==> config.mk <==
export PLATFORM = sky130hd
export DESIGN_NAME = alu8_flag_unit
export DESIGN_NICKNAME = d
export VERILOG_FILES = /design/src/rtl/alu8_pkg.sv /design/src/rtl/alu8_addsub.sv /design/src/rtl/alu8_hc_lut.sv /design/src/rtl/alu8_logic.sv /design/src/rtl/alu8_flag_unit.sv
export SDC_FILE = /design/constraint.sdc
export NUM_CORES = 1
export LEC_CHECK = 0
export ABC_CLOCK_PERIOD_IN_PS = 3800
export BUFFER_PORTS_ARGS = -buffer_cell sky130_fd_sc_hd__buf_2
export CORE_MARGIN = 2
export CORE_UTILIZATION = 51
export DETAILED_ROUTE_END_ITERATION = 10
export PLACE_DENSITY = 0.81
export SYNTH_ARGS = -nofsm -noshare
export SYNTH_HDL_FRONTEND = slang
export SYNTH_SLANG_ARGS = --single-unit
export TNS_END_PERCENT = 30
==> constraint.sdc <==
create_clock -name vclk -period 3.8
set_clock_uncertainty 0.15 [all_clocks]
set_input_delay 0.38 -clock vclk [all_inputs]
set_output_delay 0.38 -clock vclk [all_outputs]
set_load 0.01 [all_outputs]
==> src/rtl/alu8_pkg.sv <==
// Package alu8_pkg
// Holds what the ALU modules share: the operation encoding, the flag
// bit positions and the two half-carry tables.
// Assumes an 8-bit datapath with nibble boundary at bit 3.
package alu8_pkg;

    localparam int DATA_W   = 8;
    localparam int NIB_MSB  = 3;
    localparam int HC_IDX_W = 3;
    localparam int HC_ENT   = 1 << HC_IDX_W;

    // Positions of the bits in the flag byte
    localparam int FLG_S  = 7;
    localparam int FLG_Z  = 6;
    localparam int FLG_Y  = 5;
    localparam int FLG_H  = 4;
    localparam int FLG_X  = 3;
    localparam int FLG_PV = 2;
    localparam int FLG_N  = 1;
    localparam int FLG_C  = 0;

    // Half-carry tables: bit k of the vector is table entry k
    localparam logic [HC_ENT-1:0] HC_ADD_TBL = 8'hD4; // 0,0,1,0,1,0,1,1
    localparam logic [HC_ENT-1:0] HC_SUB_TBL = 8'h8E; // 0,1,1,1,0,0,0,1

    typedef enum logic [2:0] {
        OP_ADD = 3'd0,
        OP_ADC = 3'd1,
        OP_SUB = 3'd2,
        OP_SBC = 3'd3,
        OP_CMP = 3'd4,
        OP_AND = 3'd5,
        OP_XOR = 3'd6,
        OP_OR  = 3'd7
    } alu_op_e;

    typedef struct packed {
        logic s;
        logic z;
        logic y;
        logic h;
        logic x;
        logic pv;
        logic n;
        logic c;
    } flags_t;

    // True for the operations that subtract (CMP included)
    function automatic logic op_is_sub(alu_op_e op);
        return (op == OP_SUB) || (op == OP_SBC) || (op == OP_CMP);
    endfunction

    // True for the operations that consume the carry-in
    function automatic logic op_uses_cin(alu_op_e op);
        return (op == OP_ADC) || (op == OP_SBC);
    endfunction

    // True for the bitwise operations
    function automatic logic op_is_logic(alu_op_e op);
        return (op == OP_AND) || (op == OP_XOR) || (op == OP_OR);
    endfunction

endpackage

==> src/rtl/alu8_addsub.sv <==
// Module alu8_addsub
// A binary adder that also subtracts, by inverting the second operand
// and the carry-in. The carry output is returned as a borrow when
// sub_i is high.
// Assumes the caller has already gated the carry-in by operation.
module alu8_addsub #(
    parameter int W = 8
) (
    input  logic [W-1:0] a_i,
    input  logic [W-1:0] b_i,
    input  logic         cin_i,
    input  logic         sub_i,
    output logic [W-1:0] raw_o,
    output logic         carry_o
);
    logic [W-1:0] b_eff;
    logic         c_eff;
    logic [W:0]   total;

    // Choose the addend and the carry form for add or subtract
    always_comb begin
        b_eff = sub_i ? ~b_i : b_i;
        c_eff = sub_i ? ~cin_i : cin_i;
    end

    // One wide add; the top bit is the carry, or the inverted borrow
    always_comb begin
        total   = {1'b0, a_i} + {1'b0, b_eff} + {{W{1'b0}}, c_eff};
        raw_o   = total[W-1:0];
        carry_o = sub_i ? ~total[W] : total[W];
    end
endmodule

==> src/rtl/alu8_hc_lut.sv <==
// Module alu8_hc_lut
// Reads a half-carry flag from a small constant table. The index
// carries the nibble-MSB bits of the two operands and of the result.
// Assumes TABLE bit k holds entry k.
module alu8_hc_lut #(
    parameter int                    IDX_W = 3,
    parameter logic [(1<<IDX_W)-1:0] TABLE = '0
) (
    input  logic [IDX_W-1:0] idx_i,
    output logic             hc_o
);
    // Table read
    always_comb hc_o = TABLE[idx_i];
endmodule

==> src/rtl/alu8_logic.sv <==
// Module alu8_logic
// The bitwise unit: AND, XOR and OR of the two operands. Any other
// select gives zero, and the top module never uses that value.
module alu8_logic
    import alu8_pkg::*;
#(
    parameter int W = 8
) (
    input  alu_op_e      op_i,
    input  logic [W-1:0] a_i,
    input  logic [W-1:0] b_i,
    output logic [W-1:0] res_o
);
    // Select the bitwise function
    always_comb begin
        unique case (op_i)
            OP_AND:  res_o = a_i & b_i;
            OP_XOR:  res_o = a_i ^ b_i;
            OP_OR:   res_o = a_i | b_i;
            default: res_o = '0;
        endcase
    end
endmodule

==> src/rtl/alu8_flag_unit.sv <==
// Module alu8_flag_unit (top)
// The combinational 8-bit ALU with the full flag byte. Arithmetic
// passes through alu8_addsub, the bitwise operations through
// alu8_logic. The half-carry bit comes from one of two table
// instances, picked by add or subtract.
// Assumes the caller registers res_o and flags_o where it needs to.
module alu8_flag_unit
    import alu8_pkg::*;
(
    input  logic [2:0] op_i,
    input  logic [7:0] a_i,
    input  logic [7:0] b_i,
    input  logic       cin_i,
    output logic [7:0] res_o,
    output logic [7:0] flags_o
);
    localparam int W   = DATA_W;
    localparam int MSB = W - 1;

    alu_op_e               op;
    logic                  is_sub;
    logic                  is_logic;
    logic                  cin_used;
    logic [W-1:0]          arith_raw;
    logic                  arith_carry;
    logic [W-1:0]          logic_res;
    logic [W-1:0]          flag_src;
    logic [HC_IDX_W-1:0]   hc_idx;
    logic                  hc_add;
    logic                  hc_sub;
    logic                  ovf;
    flags_t                flg;

    // Decode the operation select into its classes
    always_comb begin
        op       = alu_op_e'(op_i);
        is_sub   = op_is_sub(op);
        is_logic = op_is_logic(op);
        cin_used = op_uses_cin(op) & cin_i;
    end

    alu8_addsub #(.W(W)) u_addsub (
        .a_i     (a_i),
        .b_i     (b_i),
        .cin_i   (cin_used),
        .sub_i   (is_sub),
        .raw_o   (arith_raw),
        .carry_o (arith_carry)
    );

    alu8_logic #(.W(W)) u_logic (
        .op_i  (op),
        .a_i   (a_i),
        .b_i   (b_i),
        .res_o (logic_res)
    );

    // Build the lookup index from the nibble-MSB bits
    always_comb hc_idx = {a_i[NIB_MSB], b_i[NIB_MSB], arith_raw[NIB_MSB]};

    alu8_hc_lut #(.IDX_W(HC_IDX_W), .TABLE(HC_ADD_TBL)) u_hc_add (
        .idx_i (hc_idx),
        .hc_o  (hc_add)
    );

    alu8_hc_lut #(.IDX_W(HC_IDX_W), .TABLE(HC_SUB_TBL)) u_hc_sub (
        .idx_i (hc_idx),
        .hc_o  (hc_sub)
    );

    // Signed overflow from the three sign bits
    always_comb begin
        if (is_sub)
            ovf = (a_i[MSB] != b_i[MSB]) && (arith_raw[MSB] != a_i[MSB]);
        else
            ovf = (a_i[MSB] == b_i[MSB]) && (arith_raw[MSB] != a_i[MSB]);
    end

    // Pick the value that sign, zero and the copy bits describe
    always_comb flag_src = is_logic ? logic_res : arith_raw;

    // Assemble the flag byte
    always_comb begin
        flg.s  = flag_src[MSB];
        flg.z  = (flag_src == '0);
        flg.y  = flag_src[5];
        flg.x  = flag_src[3];
        flg.n  = is_sub;
        if (is_logic) begin
            flg.h  = (op == OP_AND);
            flg.pv = ~^logic_res;
            flg.c  = 1'b0;
        end else begin
            flg.h  = is_sub ? hc_sub : hc_add;
            flg.pv = ovf;
            flg.c  = arith_carry;
        end
    end

    // Drive the outputs; CMP hands the first operand back unchanged
    always_comb begin
        flags_o = flg;
        if (is_logic)
            res_o = logic_res;
        else if (op == OP_CMP)
            res_o = a_i;
        else
            res_o = arith_raw;
    end
endmodule

==> reports/metrics.cfg <==
[run_status]
status=finished, final reports clean

[layout]
antennaDiodeCount=0
area_delta_synth_final_pct=16.8
regArea_um2=0
final_common_cell=buf_2
mostFrequentLayoutCells=buf_2 (36), ha_1 (24), inv_1 (22)
drive_above_1_share_pct=29.9
clockBufferCount=0
final_nets=252
fin_area_mm2=0.00157
seq_cells=0

[setup_path]
worstPathRequired_ns=3.27
crit_start=op_i[0]
crit_slowest_cell=fa_1
critPathMaxStageDelay_ns=0.41
cp.arrival_ns=3.01
cp-start-kind=primary input
worstPathMaxFanout=5
path_buf_inv=3
cp_top_family=compound AO/OA/AOI/OAI gates
crit_type=in2out
critPathCaptureType=primary output
crit_chain=buf_2, nor3_4, a21oi_2, xnor2_1, fa_1, inv_1, fa_1, a211oi_1, o21bai_1, a21oi_2, xnor2_1, o41ai_1, and4b_1, buf_2

[die]
core-area_mm2=0.00248
die_h_um=55.4
io_pins=36
die_area_mm2=0.00306
initial_core_util_pct=54.3
die_width_um=55.4
row_count=18

[route]
drtPass1Iterations=4
viasPerCell=5.48
routedWlPerCell_um=13.3
wl_um=3100
vias=1282
drt_iter0_markers=28
ant_nets=0
drc=0

[placed_design]
io_buffers=36
dp_slack_ns=0.124
placed_area_mm2=0.00156
post-dp-hpwl_um=2620
gp_congestion=0.931

[power]
power.density_mw_per_mm2=216
vdd_ir_drop_max_mv=0.117
p_leak_nw=0.802

[sta]
setup_violations=0
finalCritPeriodShare_pct=93.1
grt_setup_unrepaired=false
fmax_mhz=283
setup_ws_ns=0.261
slew_headroom_pct=57.3
tns_ns=0
period_needed_ns=3.54
hold_viol=0
drv_slew=0
timing_worst_slew_pin_value_ns=0.633

[synth]
synth_area_mm2=0.00135
synth_cell_types=42
syn_avg_cell_area_um2=7.96
synth_compound_gate_area_share_pct=28.7
syn_nets=215
synth_top_family_by_area=compound AO/OA/AOI/OAI gates
synth_cells=169
muxShareOfSynthArea_pct=0.837
yosysSeqAreaShare_pct=0
synth_xor_area_share_pct=15.5
yosys_warnings=0
synth-adder-area-share_pct=26.8
yosys.area_share.simple_pct=16.7

[global_route]
grtUsageTotal_pct=20.8
antenna_found_initial=0
grt_max_degree=18
gr-total-overflow=0
grt_pass1_wl_um=5440
grt_pass1_vias=1183

[min_path]
holdCritPathClass=in2out
hold_start=a_i[0]

[clock_network]
postCtsSetupRepairBufs=0

[job]
max_cap_viol_count=0

[repair_timing]
item / 4_1_cts / 5_1_grt
endpoints found under the setup margin: 0 / 2
hold buffers: 0 / 0
gates resized for setup: 0 / 4
[where the power goes]
part           internal (mW)  total (mW)  switching (mW)
Combinational          0.160       0.339           0.179
Sequential                 0           0               0
Clock                      0           0               0
Total                  0.160       0.339           0.179
[worst paths after layout]
kind	endpoint	slack [ns]	depth (start not counted)
min	res_o[0]	0.94	3
max	flags_o[6]	0.26	14
[through the flow]
step / util [%] / hold slack [ns] / total power, mW / cells
floorplan: - / 0.748 / 0.240 / 169
global placement: 63.0 / 0.947 / 0.331 / 234
detailed placement: 63.0 / 0.940 / 0.335 / 234
CTS: 63.0 / 0.944 / 0.337 / 234
global route: 63.4 / 0.971 / 0.374 / 234
finish: 63.4 / 0.943 / 0.339 / 234
[per-layer routing]
layer	vias to the layer above	share of wire, %	track usage, %
met5	-	0	0
met4	0	0.39	0.697
met3	2	3.2	0.937
met2	24	50	37.6
met1	596	46	28.7
li1	660	-	-
[cell usage after synthesis (2+ instances only)]
library cell,count,area (um2)
nand3b_1,2,15.0
xor2_1,3,26.3
nand2_1,7,26.3
a21o_1,3,22.5
nor3_1,2,10.0
maj3_1,2,20.0
a311oi_2,2,30.0
ha_1,24,300
o21bai_1,5,37.5
xnor2_1,19,166
buf_4,2,15.0
buf_2,4,20.0
a21oi_1,11,55.1
and2_1,4,25.0
fa_1,2,40.0
buf_6,3,33.8
nor2_1,11,41.3
a211o_1,2,17.5
nand2b_1,6,37.5
a221o_1,4,40.0
o21ai_0,5,25.0
inv_1,23,86.3
o32ai_2,4,65.1
[layout make-up]
cell class | instances | area [um2]
multi-input cells | 137 | 1200
fillers | 227 | 906
repair buffers | 44 | 244
inverters | 23 | 86.3
well taps | 30 | 37.5
[kinds of logic after synthesis]
logic type / count (synthesis)
multiplexers: 1
adder cells (fa/ha/maj): 28
XOR/XNOR: 23
AND/OR/NAND/NOR: 40
AO/OA/AOI/OAI: 45
buffers and inverters: 32
No activity file was read; power rests on OpenSTA's default activity.
